## config.mk

```make
export PLATFORM = sky130hd
export DESIGN_NAME = txretry_ctrl
export DESIGN_NICKNAME = d
export VERILOG_FILES = /design/src/rtl/txretry_pkg.sv /design/src/rtl/txretry_cnt.sv /design/src/rtl/txretry_fsm.sv /design/src/rtl/txretry_stat.sv /design/src/rtl/txretry_ctrl.sv
export SDC_FILE = /design/constraint.sdc
export NUM_CORES = 1
export LEC_CHECK = 0
export BUFFER_PORTS_ARGS = -buffer_cell sky130_fd_sc_hd__buf_4
export CAP_MARGIN = 25
export CORE_ASPECT_RATIO = 1.25
export CORE_MARGIN = 5
export CORE_UTILIZATION = 52
export DETAILED_ROUTE_END_ITERATION = 10
export PLACE_DENSITY_LB_ADDON = 0.2
export SLEW_MARGIN = 20
export SYNTH_ARGS = -nofsm -noshare
export SYNTH_HDL_FRONTEND = slang
export SYNTH_SLANG_ARGS = --single-unit
export TNS_END_PERCENT = 10
```

## constraint.sdc

```tcl
create_clock -name clk -period 1.7 [get_ports clk]
set_input_delay 0.255 -clock clk [delete_from_list [all_inputs] [get_ports clk]]
set_output_delay 0.255 -clock clk [all_outputs]
set_load 0.01 [all_outputs]
```

## src/rtl/txretry_pkg.sv

```systemverilog
package txretry_pkg;
  typedef enum logic [1:0] {
    ST_IDLE    = 2'd0,
    ST_XMIT    = 2'd1,
    ST_BACKOFF = 2'd2
  } tx_state_e;
endpackage

```

## src/rtl/txretry_cnt.sv

```systemverilog
module txretry_cnt #(
  parameter int MAX_TRIES = 16,
  localparam int ATT_W = $clog2(MAX_TRIES + 1)
) (
  input  logic clk,
  input  logic rst_n,
  input  logic clr_i,
  input  logic inc_i,
  input  logic single_try_i,
  output logic last_try_o
);
  logic [ATT_W-1:0] att_q, att_d, limit;

  always_comb begin
    att_d = att_q;
    if (clr_i) att_d = ATT_W'(1);
    else if (inc_i && att_q < ATT_W'(MAX_TRIES)) att_d = att_q + ATT_W'(1);
  end

  always_ff @(posedge clk or negedge rst_n) begin
    if (!rst_n) att_q <= '0;
    else if (clr_i || inc_i) att_q <= att_d;
  end

  assign limit      = single_try_i ? ATT_W'(1) : ATT_W'(MAX_TRIES);
  assign last_try_o = (att_q >= limit);

  // attempts never run past the budget
  assert_att_bound_R6: assert property (@(posedge clk) disable iff (!rst_n)
    att_q <= ATT_W'(MAX_TRIES));
endmodule

```

## src/rtl/txretry_fsm.sv

```systemverilog
module txretry_fsm
  import txretry_pkg::*;
(
  input  logic clk,
  input  logic rst_n,
  input  logic frame_start_i,
  input  logic attempt_done_i,
  input  logic coll_i,
  input  logic late_coll_i,
  input  logic backoff_done_i,
  input  logic single_try_i,
  input  logic late_retry_i,
  input  logic last_try_i,
  output logic clr_o,
  output logic inc_o,
  output logic coll_ev_o,
  output logic late_ev_o,
  output logic give_up_o,
  output logic finish_o,
  output logic retry_req_o,
  output logic abort_o,
  output logic next_o
);
  tx_state_e state_q, state_d;
  logic drop, ok;

  always_comb begin
    state_d   = state_q;
    clr_o     = 1'b0;
    inc_o     = 1'b0;
    coll_ev_o = 1'b0;
    late_ev_o = 1'b0;
    give_up_o = 1'b0;
    drop      = 1'b0;
    ok        = 1'b0;
    case (state_q)
      ST_IDLE: begin
        if (frame_start_i) begin
          clr_o   = 1'b1;
          state_d = ST_XMIT;
        end
      end
      ST_XMIT: begin
        coll_ev_o = coll_i | late_coll_i;
        late_ev_o = late_coll_i;
        drop      = late_coll_i & ~late_retry_i;
        give_up_o = coll_ev_o & ~drop & last_try_i;
        ok        = attempt_done_i & ~coll_ev_o;
        if (drop || give_up_o || ok) state_d = ST_IDLE;
        else if (coll_ev_o)          state_d = ST_BACKOFF;
      end
      ST_BACKOFF: begin
        if (backoff_done_i) begin
          inc_o   = 1'b1;
          state_d = ST_XMIT;
        end
      end
      default: state_d = ST_IDLE;
    endcase
  end

  assign finish_o = drop | give_up_o | ok;

  always_ff @(posedge clk or negedge rst_n) begin
    if (!rst_n) begin
      state_q     <= ST_IDLE;
      retry_req_o <= 1'b0;
      abort_o     <= 1'b0;
      next_o      <= 1'b0;
    end else begin
      state_q     <= state_d;
      retry_req_o <= inc_o;
      abort_o     <= drop | give_up_o;
      next_o      <= finish_o;
    end
  end

  assert_retry_after_backoff_R4: assert property (@(posedge clk) disable iff (!rst_n)
    retry_req_o |-> $past(backoff_done_i));
  assert_abort_advances_R5: assert property (@(posedge clk) disable iff (!rst_n)
    abort_o |-> next_o);
  assert_single_try_R5: assert property (@(posedge clk) disable iff (!rst_n)
    (state_q == ST_XMIT && coll_i && single_try_i) |=> abort_o);
endmodule

```

## src/rtl/txretry_stat.sv

```systemverilog
module txretry_stat #(
  parameter int CCNT_W = 4
) (
  input  logic              clk,
  input  logic              rst_n,
  input  logic              clr_i,
  input  logic              coll_ev_i,
  input  logic              late_ev_i,
  input  logic              give_up_i,
  input  logic              finish_i,
  output logic [CCNT_W-1:0] ccount_o,
  output logic              err_o,
  output logic              late_o,
  output logic              done_o
);
  localparam logic [CCNT_W-1:0] CMAX = '1;
  logic [CCNT_W-1:0] ccount_d;
  logic err_d, late_d, done_d, upd;

  always_comb begin
    ccount_d = ccount_o;
    err_d    = err_o;
    late_d   = late_o;
    done_d   = done_o;
    if (clr_i) begin
      ccount_d = '0;
      err_d    = 1'b0;
      late_d   = 1'b0;
      done_d   = 1'b0;
    end else begin
      if (coll_ev_i && ccount_o != CMAX) ccount_d = ccount_o + 1'b1;
      if (give_up_i) err_d  = 1'b1;
      if (late_ev_i) late_d = 1'b1;
      if (finish_i)  done_d = 1'b1;
    end
  end

  assign upd = clr_i | coll_ev_i | late_ev_i | give_up_i | finish_i;

  always_ff @(posedge clk or negedge rst_n) begin
    if (!rst_n) begin
      ccount_o <= '0;
      err_o    <= 1'b0;
      late_o   <= 1'b0;
      done_o   <= 1'b0;
    end else if (upd) begin
      ccount_o <= ccount_d;
      err_o    <= err_d;
      late_o   <= late_d;
      done_o   <= done_d;
    end
  end
endmodule

```

## src/rtl/txretry_ctrl.sv

```systemverilog
module txretry_ctrl #(
  parameter int MAX_TRIES = 16,
  parameter int CCNT_W    = 4
) (
  input  logic              clk,
  input  logic              rst_n,
  input  logic              frame_start_i,
  input  logic              attempt_done_i,
  input  logic              coll_i,
  input  logic              late_coll_i,
  input  logic              backoff_done_i,
  input  logic              single_try_i,
  input  logic              late_retry_i,
  output logic              retry_req_o,
  output logic              abort_o,
  output logic              next_o,
  output logic              stat_done_o,
  output logic              stat_err_o,
  output logic              stat_late_o,
  output logic [CCNT_W-1:0] stat_ccount_o
);
  logic last_try, clr, inc, coll_ev, late_ev, give_up, finish;

  txretry_cnt #(.MAX_TRIES(MAX_TRIES)) u_cnt (
    .clk(clk), .rst_n(rst_n), .clr_i(clr), .inc_i(inc),
    .single_try_i(single_try_i), .last_try_o(last_try)
  );

  txretry_fsm u_fsm (
    .clk(clk), .rst_n(rst_n),
    .frame_start_i(frame_start_i), .attempt_done_i(attempt_done_i),
    .coll_i(coll_i), .late_coll_i(late_coll_i), .backoff_done_i(backoff_done_i),
    .single_try_i(single_try_i), .late_retry_i(late_retry_i), .last_try_i(last_try),
    .clr_o(clr), .inc_o(inc), .coll_ev_o(coll_ev), .late_ev_o(late_ev),
    .give_up_o(give_up), .finish_o(finish),
    .retry_req_o(retry_req_o), .abort_o(abort_o), .next_o(next_o)
  );

  txretry_stat #(.CCNT_W(CCNT_W)) u_stat (
    .clk(clk), .rst_n(rst_n), .clr_i(clr), .coll_ev_i(coll_ev),
    .late_ev_i(late_ev), .give_up_i(give_up), .finish_i(finish),
    .ccount_o(stat_ccount_o), .err_o(stat_err_o), .late_o(stat_late_o),
    .done_o(stat_done_o)
  );

  // retry error only ever appears together with an abort
  assert_err_with_abort_R6: assert property (@(posedge clk) disable iff (!rst_n)
    $rose(stat_err_o) |-> abort_o);
  // status becomes final exactly when the frame is released
  assert_done_with_next_R3: assert property (@(posedge clk) disable iff (!rst_n)
    $rose(stat_done_o) |-> next_o);
endmodule

```

=== Yosys cells after proc, flatten, opt, wreduce, memory -nomap -nowiden ===
Index checks and enable logic that the tools add are counted.

* Add/subtract/negate cells: 2
* Multipliers: 0
* Divide/modulo/power cells: 0
* $lt $le $gt $ge: 2
* Equality and inequality tests: 6
* Shift operators: 0
* Mux-type cells: 25
* Bitwise logic cells: 14
* Reduce and logical (&&, ||, !) cells: 17

{| class="wikitable"
|+ Operators by type and width
! cell !! count
|-
| two-way mux 1 bit || 15
|-
| two-way mux 5 bit || 3
|-
| AND reduction 2 bit || 5
|-
| nonzero test 2 bit || 5
|-
| two-way mux 2 bit || 4
|-
| two-way mux 4 bit || 2
|-
| OR 1 bit || 7
|-
| one-hot mux 2 bit (3 select lines) || 1
|-
| adder 5 x 1 -> 5 bit (second input constant) || 1
|-
| greater-or-equal comparator 5 bit || 1
|-
| less-than comparator 5 bit (second input constant) || 1
|-
| adder 4 x 1 -> 4 bit (second input constant) || 1
|-
| AND 1 bit || 4
|-
| != test 2 bit (second input constant) || 2
|-
| != test 4 bit (second input constant) || 1
|-
| logical OR 1 bit || 3
|-
| != test 3 x 1 -> 1 bit (second input constant) || 1
|-
| NOT 1 bit || 3
|-
| AND reduction 3 bit || 1
|-
| == test 2 x 1 -> 1 bit (second input constant) || 1
|-
| == test 2 bit (second input constant) || 1
|-
| logical AND 1 bit || 2
|-
| logical NOT 2 bit || 1
|}

* Flip-flop bits (word level): 17
* Bits in latches: 0
* RAM bits: 0
* ROM bits: 0
* Input port bits: 9
* Output and inout bits: 10
* Logic and storage cells: 75
* Memories kept: 0

=== Depth between registers and ports, before layout ===
* Depth after elaboration: 10
* Gate-level depth with buffers: 5
* Depth with buffers taken out: 5

=== Hierarchy ===
A second synthesis with hierarchy kept.

* Cell total of the unflattened synthesis: 83
* Area total of the unflattened synthesis: 893.4 um^2

{| class="wikitable"
|+ Modules (own cells, without submodules)
! module !! instances !! cells each !! area each (um^2) !! seq. area each (um^2)
|-
| txretry_stat || 1 || 30 || 330.3 || 175.2
|-
| txretry_cnt || 1 || 26 || 286.5 || 125.1
|-
| txretry_fsm || 1 || 27 || 276.5 || 125.1
|}

=== Worst setup path after synthesis ===
No wires, ideal clock.

* Path kind: register to register
* Start: reg u_stat.ccount_o[0]
* End: reg u_stat.ccount_o[0]
* Setup time: 0.073 ns
* Arrival time: 1.398 ns
* Required time: 1.627 ns
* Slack: 0.229 ns
* Stages on the path, launching flop included: 5
* Buffers on the path: 0
* Clock period less this slack: 1.471 ns
* Path through: dfrtp_1 > ha_1 > and3_1 > or4_4 > a21oi_2

* Word-level cells in the longest chain between the ends: 4
* Elaborated cells on any way between the ends: 7
* Those cells by class: add/sub: 1; eq/ne: 1; mux: 2; reduce/logical: 3

{| class="wikitable"
|+ Ends and longest elaborated chain
! element !! RTL line !! source
|-
| from (decl) || txretry_stat.sv:11 || <nowiki>output logic [CCNT_W-1:0] ccount_o,</nowiki>
|-
| from (signal assigned) || txretry_stat.sv:47 || <nowiki>ccount_o <= ccount_d;</nowiki>
|-
| branches (longest 4 deep; another with adder 4 x 1 -> 4 bit) || -- ||
|}

Several ways; the timed one is not identified. The select of a mux whose other input is x is not followed.
A chain may end at the register's enable or synchronous reset.

=== Worst setup path in the final report ===
Ends and elaborated chain as after synthesis.

==> impl_metrics.xml <==
<?xml version="1.0" encoding="UTF-8"?>
<metrics>
  <group name="global_routing">
    <metric name="pin_count_of_the_biggest_net_entering_global_routing" unit="">18</metric>
    <metric name="via_count_of_the_first_global_routing_pass" unit="">763</metric>
    <metric name="grt.met1_usage" unit="">0.239</metric>
    <metric name="grt_overflow_total" unit="">0</metric>
    <metric name="antenna_found_initial" unit="">0</metric>
    <metric name="grt_pass1_wl" unit="mm">3.37</metric>
    <metric name="grtUsageMet2" unit="">0.251</metric>
    <metric name="gr-max-usage-layer" unit="">met2</metric>
    <metric name="use_met3" unit="">0.0288</metric>
    <metric name="gr-usage-all-layers" unit="">0.171</metric>
  </group>
  <group name="synth">
    <metric name="yosysWarningCount" unit="">0</metric>
    <metric name="synthesized_area_fraction_occupied_by_adder_cells" unit="">0.0551</metric>
    <metric name="complex_gate_fraction_of_the_synthesized_area" unit="">0.158</metric>
    <metric name="cell_area_after_synthesis" unit="µm²">908</metric>
    <metric name="netlist.area_leader.share" unit="">0.468</metric>
    <metric name="main_combinational_cell_family_by_area_after_synthesis" unit="">simple AND/OR/NAND/NOR gates</metric>
    <metric name="yosys-mux-area-fraction" unit="">0.0455</metric>
    <metric name="ys_ff_latch" unit="">17</metric>
    <metric name="synth_largest_area_cell" unit="">sky130_fd_sc_hd__dfrtp_1</metric>
    <metric name="yosysSeqAreaShare" unit="">0.468</metric>
    <metric name="async_flop_share" unit="">1.00</metric>
    <metric name="syn-instance-count" unit="">86</metric>
    <metric name="post_synth_main_area_contributors" unit="">sky130_fd_sc_hd__dfrtp_1 (47%), sky130_fd_sc_hd__ha_1 (5.5%), sky130_fd_sc_hd__mux2i_1 (3.3%)</metric>
    <metric name="synth_ff_type" unit="">sky130_fd_sc_hd__dfrtp_1</metric>
    <metric name="count_of_flip_flops_with_a_built_in_enable_after_synthesis" unit="">0</metric>
    <metric name="post_synth_xor_area_fraction" unit="">0.00964</metric>
    <metric name="synth_simple_gate_area_frac" unit="">0.231</metric>
    <metric name="synth.lib_cells_used.distinct" unit="">37</metric>
    <metric name="synth.net_count" unit="">99</metric>
    <metric name="synthesized_area_per_cell" unit="µm²">10.6</metric>
  </group>
  <group name="finish">
    <metric name="multi_input_comb_area" unit="µm²">454</metric>
    <metric name="most_common_cell_after_layout_fill_and_taps_aside" unit="">sky130_fd_sc_hd__buf_4</metric>
    <metric name="reg.largest.list" unit="">u_cnt.att_q: 5 flops, u_stat.ccount_o: 4 flops, u_fsm.state_q: 2 flops</metric>
    <metric name="reg_with_most_ffs" unit="">u_cnt.att_q</metric>
    <metric name="fillerInstances" unit="">158</metric>
    <metric name="synthToLayoutAreaGrowth" unit="%">21.6</metric>
    <metric name="num-nets-final" unit="">122</metric>
    <metric name="fin_area" unit="mm²">0.00110</metric>
    <metric name="largest_register_ffs" unit="">5</metric>
    <metric name="layout-drive-gt1-share" unit="">0.278</metric>
    <metric name="register_area" unit="µm²">425</metric>
    <metric name="antenna_cells" unit="">0</metric>
    <metric name="most-common-layout-cells" unit="">sky130_fd_sc_hd__buf_4 (20), sky130_fd_sc_hd__dfrtp_1 (17), sky130_fd_sc_hd__nand2_1 (7)</metric>
  </group>
  <group name="die">
    <metric name="floorplan.core_area" unit="mm²">0.00172</metric>
    <metric name="full_die_area" unit="mm²">0.00269</metric>
    <metric name="fp.dieH" unit="µm">56.7</metric>
    <metric name="die_width" unit="µm">47.4</metric>
    <metric name="starting_density_of_the_core" unit="">0.527</metric>
    <metric name="io_pins" unit="">19</metric>
    <metric name="fp-row-count" unit="">17</metric>
  </group>
  <group name="cts">
    <metric name="clock_sinks" unit="">17</metric>
    <metric name="clock_latency" unit="ns">0.29</metric>
    <metric name="cts-root-to-sink-buffers" unit="">2</metric>
    <metric name="inserted_clock_buffers" unit="">3</metric>
    <metric name="root_buffer" unit="">sky130_fd_sc_hd__clkbuf_4</metric>
    <metric name="htreeDepth" unit="">1</metric>
    <metric name="tritoncts" unit="">done</metric>
    <metric name="clkSlewWorstSetupHoldPaths" unit="ns">0.10</metric>
    <metric name="cts_setup_buffers" unit="">0</metric>
  </group>
  <group name="setup_path">
    <metric name="startpoint_class_of_the_critical_path" unit="">register</metric>
    <metric name="path_class" unit="">reg2reg</metric>
    <metric name="critical_path_peak_fanout" unit="">5</metric>
    <metric name="arrival" unit="ns">1.74</metric>
    <metric name="flop_to_flop_setup_slack" unit="ns">0.19</metric>
    <metric name="worst_setup_path_end_kind" unit="">register</metric>
    <metric name="cp.required" unit="ns">1.93</metric>
    <metric name="reg2regPathDepth" unit="">4</metric>
    <metric name="worst_r2r_src" unit="">u_stat.ccount_o[0]$_DFFE_PN0P_</metric>
    <metric name="rr_endpoint" unit="">u_stat.ccount_o[0]$_DFFE_PN0P_</metric>
  </group>
  <group name="power_and_ir_drop">
    <metric name="power.ir.vdd_worst" unit="mV">0.646</metric>
    <metric name="leakage_power_summed_over_all_cells" unit="µW">0.000538</metric>
    <metric name="cellPowerDensity" unit="mW/mm²">1130</metric>
  </group>
  <group name="routing">
    <metric name="viasPerCell" unit="">5.86</metric>
    <metric name="route.detailed.wl_per_inst" unit="µm">15.3</metric>
    <metric name="ant_nets" unit="">0</metric>
    <metric name="count_of_vias_placed_by_the_detailed_router" unit="">744</metric>
    <metric name="overall_routed_net_length" unit="mm">1.94</metric>
    <metric name="route.detailed.drc" unit="">0</metric>
    <metric name="initialDrtViolationCount" unit="">5</metric>
    <metric name="detail_route.first_pass.iterations" unit="">4</metric>
  </group>
  <group name="place">
    <metric name="dpl-instance-area" unit="mm²">0.00107</metric>
    <metric name="dp_wirelength" unit="mm">1.44</metric>
    <metric name="gp_congestion" unit="">0.745</metric>
    <metric name="io_buffers" unit="">18</metric>
  </group>
  <group name="timing">
    <metric name="worst_clk_skew" unit="ns">0.00174</metric>
    <metric name="max-slew-margin-rel" unit="">0.630</metric>
    <metric name="hold_viol" unit="">0</metric>
    <metric name="final.period_utilization" unit="">0.890</metric>
    <metric name="unrepaired_setup_endpoints_after_global_routing" unit="">false</metric>
    <metric name="achievable-frequency" unit="MHz">661</metric>
    <metric name="drv_slew" unit="">0</metric>
    <metric name="setup_tns" unit="ns">0</metric>
    <metric name="worst-slew-pin-transition" unit="ns">0.552</metric>
    <metric name="setup_violations" unit="">0</metric>
    <metric name="timing.final.crit_period" unit="ns">1.51</metric>
  </group>
  <group name="worst_hold_path">
    <metric name="holdPathEnd" unit="">u_fsm.state_q[1]$_DFFE_PN0P_</metric>
    <metric name="whs_path_depth" unit="">2</metric>
    <metric name="hp-class" unit="">in2reg</metric>
    <metric name="hp-start" unit="">backoff_done_i</metric>
  </group>
  <group name="job">
    <metric name="timing.max_cap.violations" unit="">0</metric>
  </group>
  <group name="status">
    <metric name="run_status" unit="">complete, no violations</metric>
  </group>
</metrics>
==> routing by layer <==
| layer | part of all wire | routed length (µm) |
|---|---|---|
| met1 | 0.45 | 882 |
| met2 | 0.49 | 955 |
| met3 | 0.040 | 77 |
| met4 | 0.012 | 24 |
| met5 | 0 | 0 |
==> final cells by class <==
type,count,area share
timing repair buffer,21,0.145
tap,19,0.0215
multi-input combinational,62,0.411
sequential,17,0.385
inverter,4,0.0136
clock buffer,4,0.0238
==> logic make-up after synthesis <==
group | after synthesis
multiplexers | 4
flip-flops | 17
AND/OR/NAND/NOR | 32
buffers and inverters | 7
AO/OA/AOI/OAI | 21
adder cells (fa/ha/maj) | 4
XOR/XNOR | 1
==> worst max-delay path, stage by stage (launching register included) <==
cell and delay [ns]:
sky130_fd_sc_hd__dfrtp_1 0.43, sky130_fd_sc_hd__ha_1 0.24, sky130_fd_sc_hd__and3_1 0.22, sky130_fd_sc_hd__or4_4 0.42
sky130_fd_sc_hd__a21oi_2 0.14
==> synthesized netlist by cell type, drive strengths merged (2+ instances only) <==
| cell type | instances |
|---|---|
| a211oi | 2 |
| a21oi | 4 |
| a31oi | 2 |
| and3 | 2 |
| and3b | 2 |
| buf | 2 |
| dfrtp | 17 |
| ha | 4 |
| inv | 4 |
| mux2i | 3 |
| nand2 | 7 |
| nor2 | 5 |
| nor2b | 3 |
| nor3b | 2 |
| nor4 | 2 |
| o21ai | 4 |
| o31ai | 3 |
==> where the power goes <==
| part | total, µW | switching [µW] | internal [µW] | leakage, µW |
|---|---|---|---|---|
| logic | 450 | 217 | 233 | 0.000301 |
| registers | 581 | 90.3 | 491 | 0.000223 |
| clock network | 219 | 128 | 91.3 | 0.0000150 |
| total | 1250 | 435 | 815 | 0.000538 |
==> worst max-delay path by stage <==
stage               cells after the start                           start  slack [ns]                             end
floorplan                               4  u_stat.ccount_o[0]$_DFFE_PN0P_        0.23  u_stat.ccount_o[0]$_DFFE_PN0P_
global placement                        4  u_stat.ccount_o[0]$_DFFE_PN0P_        0.24  u_stat.ccount_o[0]$_DFFE_PN0P_
detailed placement                      4  u_stat.ccount_o[0]$_DFFE_PN0P_        0.21  u_stat.ccount_o[0]$_DFFE_PN0P_
CTS                                     4  u_stat.ccount_o[0]$_DFFE_PN0P_        0.18  u_stat.ccount_o[0]$_DFFE_PN0P_
global route                            4  u_stat.ccount_o[0]$_DFFE_PN0P_        0.09  u_stat.ccount_o[0]$_DFFE_PN0P_
finish                                  4  u_stat.ccount_o[0]$_DFFE_PN0P_        0.19  u_stat.ccount_o[0]$_DFFE_PN0P_
==> metrics by stage <==
stage | utilization | instances | total power [µW] | hold slack (ns) | setup slack (ns)
floorplan | - | 86 | 831 | -0.0406 | 0.229
global placement | 0.620 | 122 | 1020 | 0.130 | 0.241
detailed placement | 0.620 | 122 | 1040 | 0.135 | 0.206
CTS | 0.641 | 127 | 1270 | 0.144 | 0.181
global route | 0.641 | 127 | 1350 | 0.150 | 0.0855
finish | 0.641 | 127 | 1250 | 0.153 | 0.187
==> what timing repair did <==
item	in CTS	in global routing
hold buffers	1	0
hold endpoints to repair	17	0
resized for setup	0	0
Note: power is estimated with default switching activity, not from simulation.
